==> config.mk <==
export PLATFORM = sky130hd
export DESIGN_NAME = rdycnt_mm_bridge
export DESIGN_NICKNAME = d
export VERILOG_FILES = /design/src/rtl/rmb_pkg.sv /design/src/rtl/rmb_range_dec.sv /design/src/rtl/rmb_cmd_hold.sv /design/src/rtl/rdycnt_mm_bridge.sv
export SDC_FILE = /design/constraint.sdc
export NUM_CORES = 1
export LEC_CHECK = 0
export ABC_CLOCK_PERIOD_IN_PS = 3300
export CAP_MARGIN = 20
export CORE_MARGIN = 2
export CORE_UTILIZATION = 43
export DETAILED_ROUTE_END_ITERATION = 16
export PLACE_DENSITY = 0.86
export SYNTH_ARGS = -nofsm -noshare
export SYNTH_HDL_FRONTEND = slang
export SYNTH_HIERARCHICAL = 1
export SYNTH_SLANG_ARGS = --single-unit
==> constraint.sdc <==
create_clock -name clk -period 3.3 [get_ports clk]
set_input_delay 0.33 -clock clk [delete_from_list [all_inputs] [get_ports clk]]
set_output_delay 0.33 -clock clk [all_outputs]
set_load 0.1 [all_outputs]
==> src/rtl/rmb_pkg.sv <==
package rmb_pkg;
    typedef enum logic [1:0] {
        ST_IDLE  = 2'd0,
        ST_BUS   = 2'd1,
        ST_RDATA = 2'd2
    } rmb_state_e;

    localparam logic [1:0] RDY_BUSY = 2'd3;
    localparam logic [1:0] RDY_DONE = 2'd0;
endpackage

==> src/rtl/rmb_range_dec.sv <==
module rmb_range_dec #(
    parameter int AW = 16,
    parameter int unsigned BASE = 32'h1000,
    parameter int unsigned SIZE = 32'h100
) (
    input  logic [AW-1:0] addr,
    output logic          hit
);
    localparam logic [AW:0] LO = (AW+1)'(BASE);
    localparam logic [AW:0] HI = (AW+1)'(BASE + SIZE);

    always_comb begin
        hit = ({1'b0, addr} >= LO) && ({1'b0, addr} < HI);
    end
endmodule

==> src/rtl/rmb_cmd_hold.sv <==
module rmb_cmd_hold #(
    parameter int AW = 16,
    parameter int DW = 32
) (
    input  logic          clk,
    input  logic          rst,
    input  logic          load,
    input  logic          live_rd,
    input  logic          live_wr,
    input  logic [AW-1:0] live_addr,
    input  logic [DW-1:0] live_wdata,
    output logic          cmd_rd,
    output logic          cmd_wr,
    output logic [AW-1:0] cmd_addr,
    output logic [DW-1:0] cmd_wdata
);
    typedef struct packed {
        logic          rd;
        logic          wr;
        logic [AW-1:0] addr;
        logic [DW-1:0] wdata;
    } hold_t;

    hold_t hold_d, hold_q;

    always_comb begin
        hold_d = hold_q;
        if (load) begin
            hold_d.rd    = live_rd;
            hold_d.wr    = live_wr;
            hold_d.addr  = live_addr;
            hold_d.wdata = live_wdata;
        end
    end

    always_ff @(posedge clk) begin
        if (rst) hold_q <= '0;
        else     hold_q <= hold_d;
    end

    // first cycle: live inputs; later cycles: held copy
    always_comb begin
        cmd_rd    = load ? live_rd    : hold_q.rd;
        cmd_wr    = load ? live_wr    : hold_q.wr;
        cmd_addr  = load ? live_addr  : hold_q.addr;
        cmd_wdata = load ? live_wdata : hold_q.wdata;
    end
endmodule

==> src/rtl/rdycnt_mm_bridge.sv <==
module rdycnt_mm_bridge
    import rmb_pkg::*;
#(
    parameter int AW = 16,
    parameter int DW = 32,
    parameter int unsigned BASE = 32'h1000,
    parameter int unsigned SIZE = 32'h100,
    parameter bit USE_VALID = 1'b1
) (
    input  logic          clk,
    input  logic          rst,
    input  logic [AW-1:0] cpu_addr,
    input  logic [DW-1:0] cpu_wdata,
    input  logic          cpu_rd,
    input  logic          cpu_wr,
    output logic [DW-1:0] cpu_rdata,
    output logic [1:0]    cpu_rdy_cnt,
    output logic [AW-1:0] mm_address,
    output logic [DW-1:0] mm_writedata,
    output logic          mm_read,
    output logic          mm_write,
    output logic          mm_chipselect,
    input  logic          mm_waitrequest,
    input  logic [DW-1:0] mm_readdata,
    input  logic          mm_readdatavalid
);
    typedef struct packed {
        rmb_state_e    st;
        logic [1:0]    rdy;
        logic [DW-1:0] rdata;
    } regs_t;

    regs_t r_d, r_q;

    logic          start;
    logic          active;
    logic          cmd_rd, cmd_wr;
    logic [AW-1:0] cmd_addr;
    logic [DW-1:0] cmd_wdata;
    logic          in_win;
    logic          stall;
    logic          strobe;

    always_comb begin
        start  = (r_q.st == ST_IDLE) && (cpu_rd || cpu_wr);
        active = start || (r_q.st == ST_BUS);
    end

    rmb_cmd_hold #(.AW(AW), .DW(DW)) u_hold (
        .clk        (clk),
        .rst        (rst),
        .load       (start),
        .live_rd    (cpu_rd),
        .live_wr    (cpu_wr),
        .live_addr  (cpu_addr),
        .live_wdata (cpu_wdata),
        .cmd_rd     (cmd_rd),
        .cmd_wr     (cmd_wr),
        .cmd_addr   (cmd_addr),
        .cmd_wdata  (cmd_wdata)
    );

    rmb_range_dec #(.AW(AW), .BASE(BASE), .SIZE(SIZE)) u_dec (
        .addr (cmd_addr),
        .hit  (in_win)
    );

    generate
        if (USE_VALID) begin : g_strobe
            assign strobe = mm_readdatavalid;
        end else begin : g_fixed
            assign strobe = 1'b0;
        end
    endgenerate

    always_comb begin
        mm_read       = active && cmd_rd;
        mm_write      = active && cmd_wr;
        mm_chipselect = active && in_win && (cmd_rd || cmd_wr);
        mm_address    = cmd_addr;
        mm_writedata  = cmd_wdata;
        stall         = mm_chipselect && mm_waitrequest;
    end

    always_comb begin
        r_d = r_q;
        case (r_q.st)
            ST_IDLE, ST_BUS: begin
                if (active) begin
                    if (stall) begin
                        r_d.st  = ST_BUS;
                        r_d.rdy = RDY_BUSY;
                    end else if (USE_VALID && cmd_rd && in_win) begin
                        r_d.st  = ST_RDATA;
                        r_d.rdy = RDY_BUSY;
                    end else begin
                        r_d.st  = ST_IDLE;
                        r_d.rdy = RDY_DONE;
                        if (cmd_rd) r_d.rdata = in_win ? mm_readdata : '0;
                    end
                end
            end
            ST_RDATA: begin
                if (strobe) begin
                    r_d.st    = ST_IDLE;
                    r_d.rdy   = RDY_DONE;
                    r_d.rdata = mm_readdata;
                end
            end
            default: begin
                r_d.st  = ST_IDLE;
                r_d.rdy = RDY_DONE;
            end
        endcase
    end

    always_ff @(posedge clk) begin
        if (rst) begin
            r_q.st    <= ST_IDLE;
            r_q.rdy   <= RDY_DONE;
            r_q.rdata <= '0;
        end else begin
            r_q <= r_d;
        end
    end

    always_comb begin
        cpu_rdata   = r_q.rdata;
        cpu_rdy_cnt = r_q.rdy;
    end
endmodule


Word level (Yosys, flattened, before mapping)
Cells that the tools add are included.
- eq/ne operators: 7
- order comparisons: 2
- reduce and logical (&&, ||, !) cells: 16
- mux-type cells: 14
- operator list (operator ; number):
    $mux 32 ; 5
    $mux 36 ; 2
    $pmux 32 s2 ; 1
    $ge 16x13->1 const B ; 1
    $lt 16x13->1 const B ; 1
    $mux 16 ; 1
    $ne 2x2->1 const B ; 5
    $logic_and 1x1->1 ; 8
    $mux 4 ; 2
    $pmux 4 s2 ; 1
    $reduce_and 6->1 ; 1
    $logic_or 1x1->1 ; 3
    $eq 2x1->1 const B ; 1
    $eq 2x2->1 const B ; 1
    $logic_not 2->1 ; 1
    $mux 1 ; 2
    $reduce_and 2->1 ; 1
    $reduce_bool 2->1 ; 1
    $reduce_or 2->1 ; 1
- output and inout port bits: 85
- word-level logic and storage cells: 46
- register bits after elaboration: 86

Logic depth before layout (Yosys ltp)
- depth in word-level cells: 11
- depth in mapped cells: 12
- depth with buffers taken out: 8

Cells and area by module
The synthesis kept the hierarchy.
- by module, submodules not included (module ; sequential area each (µm²) ; times used ; area an instance (µm²) ; cells each):
    rmb_cmd_hold ; 1001.0 ; 1 ; 2147.1 ; 161
    rdycnt_mm_bridge ; 700.7 ; 1 ; 1903.1 ; 205
    rmb_range_dec ; 0.0 ; 1 ; 20.0 ; 3

Least setup slack after synthesis
Ideal clock, no wire load.
- path kind: register to output
- start point: register r_q[35] (netlist bit)
- end point: output mm_chipselect
- cell stages (with the launch flop): 11
- path slack: -1.126 ns
- arrival: 4.096 ns
- path through: dfxtp_1 buf_6 nor3_1 buf_4 buf_6 mux2_4 nor4_1 and4b_1 buf_4 o21ai_0 nor3_1
- cells in the longest elaborated chain, start to end: 7
- elaborated cells between the ends (all ways): 13
- those cells by class: order compare (2); eq/ne (1); mux (3); reduce/logical (7)
- ends and longest elaborated chain (element ; line ; text):
    start: declaration ; rdycnt_mm_bridge.sv:33 ; regs_t r_d, r_q;
    start signal: assignment ; rdycnt_mm_bridge.sv:123 ; r_q <= r_d;
    $logic_not 2->1 * ; rdycnt_mm_bridge.sv:45 ; start = (r_q.st == ST_IDLE) && (cpu_rd || cpu_wr);
    $logic_and 1x1->1 * ; rdycnt_mm_bridge.sv:45 ;
    named net start ; rdycnt_mm_bridge.sv:35 ; logic start;
    $mux 16 * ; rmb_cmd_hold.sv:45 ; cmd_addr = load ? live_addr : hold_q.addr;
    named net mm_address[9] ; rdycnt_mm_bridge.sv:18 ; output logic [AW-1:0] mm_address,
    $ge 16x13->1 / $lt 16x13->1 (equally long branches) ; rmb_range_dec.sv:13 ; hit = ({1'b0, addr} >= LO) && ({1'b0, addr} < HI);
    $logic_and 1x1->1 * ; rmb_range_dec.sv:13 ;
    named net in_win ; rdycnt_mm_bridge.sv:40 ; logic in_win;
    $logic_and 1x1->1 * (2 in a row) ; rdycnt_mm_bridge.sv:79 ; mm_chipselect = active && in_win && (cmd_rd || cmd_wr);
    end: declaration ; rdycnt_mm_bridge.sv:22 ; output logic mm_chipselect,
Mark *: on every way through the listed nets, which the timed path passes. The rest lies on a longest branch.

Final worst setup path
- start point: input cpu_wr
- end point: output mm_chipselect
- cells in the longest elaborated chain, start to end: 7
- elaborated cells between the ends (all ways): 12
- those cells by class: order compare (2); mux (3); reduce/logical (7)
- ends and longest elaborated chain (element ; line ; text):
    start: declaration ; rdycnt_mm_bridge.sv:15 ; input logic cpu_wr,
    $logic_or 1x1->1 * ; rdycnt_mm_bridge.sv:45 ;
    $logic_and 1x1->1 * ; rdycnt_mm_bridge.sv:45 ;
    named net start ; rdycnt_mm_bridge.sv:35 ;
    $mux 16 * ; rmb_cmd_hold.sv:45 ;
    $ge 16x13->1 / $lt 16x13->1 (equally long branches) ; rmb_range_dec.sv:13 ;
    $logic_and 1x1->1 * ; rmb_range_dec.sv:13 ;
    named net in_win ; rdycnt_mm_bridge.sv:40 ;
    $logic_and 1x1->1 * (2 in a row) ; rdycnt_mm_bridge.sv:79 ;
Marks and branches as above.

==> flow_metrics.tcl <==
set metrics [dict create \
    row_count 35 \
    peakVddDrop_v 0.0002678 \
    yosysTopAreaCell "dfxtp_1" \
    cp.arrival_ps 2840 \
    rrSetupSlack_ps 400 \
    pin_count 171 \
    die_y_microns 101.3 \
    power_mw 2.712 \
    vias 3065 \
    hp-class "reg2reg" \
    startpoint_type "primary input" \
    leakage_nw 2.588 \
    criticalPathCategory "in2out" \
    wl_met2_microns 4866 \
    layout-drive-gt1-share_pct 28.43 \
    start_util_pct 44.26 \
    grt_usage_pct 20.31 \
    async_reset_ff_share_pct 0 \
    grt_pass1_vias 3236 \
    clockBufferDepth 2 \
    max_freq_ghz 0.3151 \
    path_max_fanout 8 \
    max_cap_violations 0 \
    max_slew_margin_pct 33.75 \
    detail-route-antenna-nets 0 \
    clk_pin_slew_ps 90 \
    netlist.area_leader.share_pct 41.81 \
    setup_viol 0 \
    core_area_sq_um 9196 \
    die-area_sq_um 10260 \
    min_period_over_period_pct 96.16 \
    layout_setup_ws_ps 126.7 \
    placed_cells 598 \
    dpl_worst_slack_ps 118.9 \
    switching_share_pct 35.30 \
    ys_ff_latch 85 \
    final_cells 621 \
    crit_path_end "mm_chipselect" \
    fillCellCount 631 \
    p_sw_mw 0.9574 \
    met3WireLength_microns 1218 \
    grt-ovfl-total 0 \
    status "finished clean" \
    grt_max_degree 65 \
    insertedDiodeCount 0 \
    synth_cell_type_count 28 \
    clock-root-buffer "clkbuf_8" \
    drc 0 \
    maxSlewViolCount 0 \
    syn-cell-area_sq_um 4070 \
    skew_ps 11.49 \
    fin_setup_tns_ps 0 \
    r2r_start "r_q[34]" \
    avgViaCountPerCell 4.936 \
    final_nets 591 \
    worstMarginPinSlew_ps 990.7 \
    syn_avg_cell_area_sq_um 11.03 \
    antenna_found_initial 0 \
    synth_edf_count 0 \
    r2r_cells 10 \
    pwr-share-clk_pct 24.4 \
    p_per_area_nw_per_um2 427.0 \
    place_hpwl_microns 7625 \
    r2r-end "cpu_rdata[22]" \
    ctsHtreeMaxLevel 3 \
    synth_area_leaders "dfxtp_1 (42%), mux2_4 (18%), mux2i_1 (7.9%), nor2b_1 (7.8%), buf_4 (6.6%)" \
    cts_buffers 9 \
    wl_met1_microns 4277 \
    synth.yosys.seq_area_share_pct 41.81 \
    yosys_warnings 6 \
    fin_crit_ps 3173 \
    p_int_mw 1.754 \
    critPathCaptureType "output port" \
    cp-startpoint "cpu_wr" \
    power_frac_seq_pct 39.7 \
    cts_sinks 85 \
    cp_data_required_time_ps 2970 \
    grt_pass1_wl_microns 16260 \
    yosys.cell_count.top_type "dfxtp_1" \
    dr.max_layer_used "met4" \
    dr.pass1.iters 4 \
    syn_to_final_growth_pct 56.04 \
    wirelength_microns 10560 \
    synth_nets 455 \
    combPwrFrac_pct 35.9 \
    worstHoldStart "cpu_rdata[6]" \
    drtIter0Drc 63 \
    insertion_delay_ps 350 \
    netlist_top_cells_count "dfxtp_1 (85), nor2b_1 (51), mux2_4 (50)" \
    synth_flop_cell "dfxtp_1" \
    finalHoldViolCount 0 \
    io_buffers 170 \
    routedWlPerCell_microns 17.01 \
    synth_cells 369 \
    gp_congestion 0.8021 \
    chipWidth_microns 101.3 \
    cts_tree "built" \
]
## placed cells by master (no fill, tap or decap), types with 2 or more instances in the layout
master           netlist  layout
dfxtp_1               85      85
nand2_1               32      32
buf_12                 0      52
mux2_4                50      50
nor2_1                 2       2
nor3_2                 1       3
o211ai_1              32      32
nor2b_1               51      50
clkbuf_8               0       9
nand2b_1               2       2
clkdlybuf4s50_1        0     118
mux2i_1               32      32
clkbuf_1              14       2
buf_4                 36      16
clkinvlp_4             0       3
nor3b_2                0       2
## area by class of cell
type | instances | area, sq um | share of cell area, %
Tap cell | 111 | 138.9 | 2.187
Sequential cell | 85 | 1702 | 26.79
Timing Repair Buffer | 188 | 2372 | 37.35
Clock inverter | 5 | 36.28 | 0.5713
Clock buffer | 11 | 131.4 | 2.069
Multi-Input combinational cell | 220 | 1967 | 30.97
Inverter | 1 | 3.754 | 0.05910
## power by group through the flow
stage / clock network, mW / registers (mW) / logic, mW
2_1_floorplan: 0 / 1.10 / 0.598
3_3_place_gp: 0 / 1.10 / 0.952
3_5_place_dp: 0 / 1.10 / 0.963
4_1_cts: 0.685 / 1.08 / 0.967
5_1_grt: 0.722 / 1.08 / 1.00
6_report: 0.661 / 1.08 / 0.973
## worst max-delay path: stages
cell and delay [ps]:
clkdlybuf4s50_1 500, nor2_1 70, nor3_2 270, clkbuf_16 220, mux2_4 340, nor4_4 270, and4b_2 300, o21ai_2 80
nor3_2 260, buf_12 210
## metrics by stage
stage	utilization (%)	area, sq um	hold WS [ps]
final	69.06	6351	461.1
after global routing	69.06	6351	477.3
after CTS	68.22	6274	461.6
after detailed placement	66.39	6106	449.5
after global placement	66.39	6106	442.2
after floorplan	-	4085	399.1
## metal layers
| metal | track usage (%) | vias to the layer above |
|---|---|---|
| met5 | 0 | - |
| met4 | 7.900 | 0 |
| met3 | 10.01 | 16 |
| met2 | 32.91 | 135 |
| met1 | 23.03 | 1413 |
| li1 | - | 1501 |
## kinds of logic (layout without fill, tap and decap cells)
family,count (synthesis),in the layout,synth area share (%)
mux,82,82,26.31
buf+inv,64,205,10.91
simple gates,101,101,13.74
flops,85,85,41.81
compound gates,37,37,7.224
## repair_timing
action,in CTS,in global routing
endpoints found under the setup margin,0,1
hold buffers,0,0
gates resized for setup,0,6
setup buffers,0,7
## worst min path at each step
stage | endpoint | slack [ps] | depth (start not counted)
6_report | cpu_rdata[6] | 460 | 2
5_1_grt | cpu_rdata[15] | 480 | 2
4_1_cts | cpu_rdata[25] | 460 | 2
3_5_place_dp | cpu_rdata[25] | 450 | 2
3_3_place_gp | cpu_rdata[3] | 440 | 2
2_1_floorplan | r_q[35] | 400 | 1
## sequential cells by signal, indices dropped and copies added (netlist names)
name           cells
u_hold/hold_q     50
r_q                2
cpu_rdy_cnt        1
cpu_rdata         32
No activity file was read; power rests on OpenSTA's default activity.
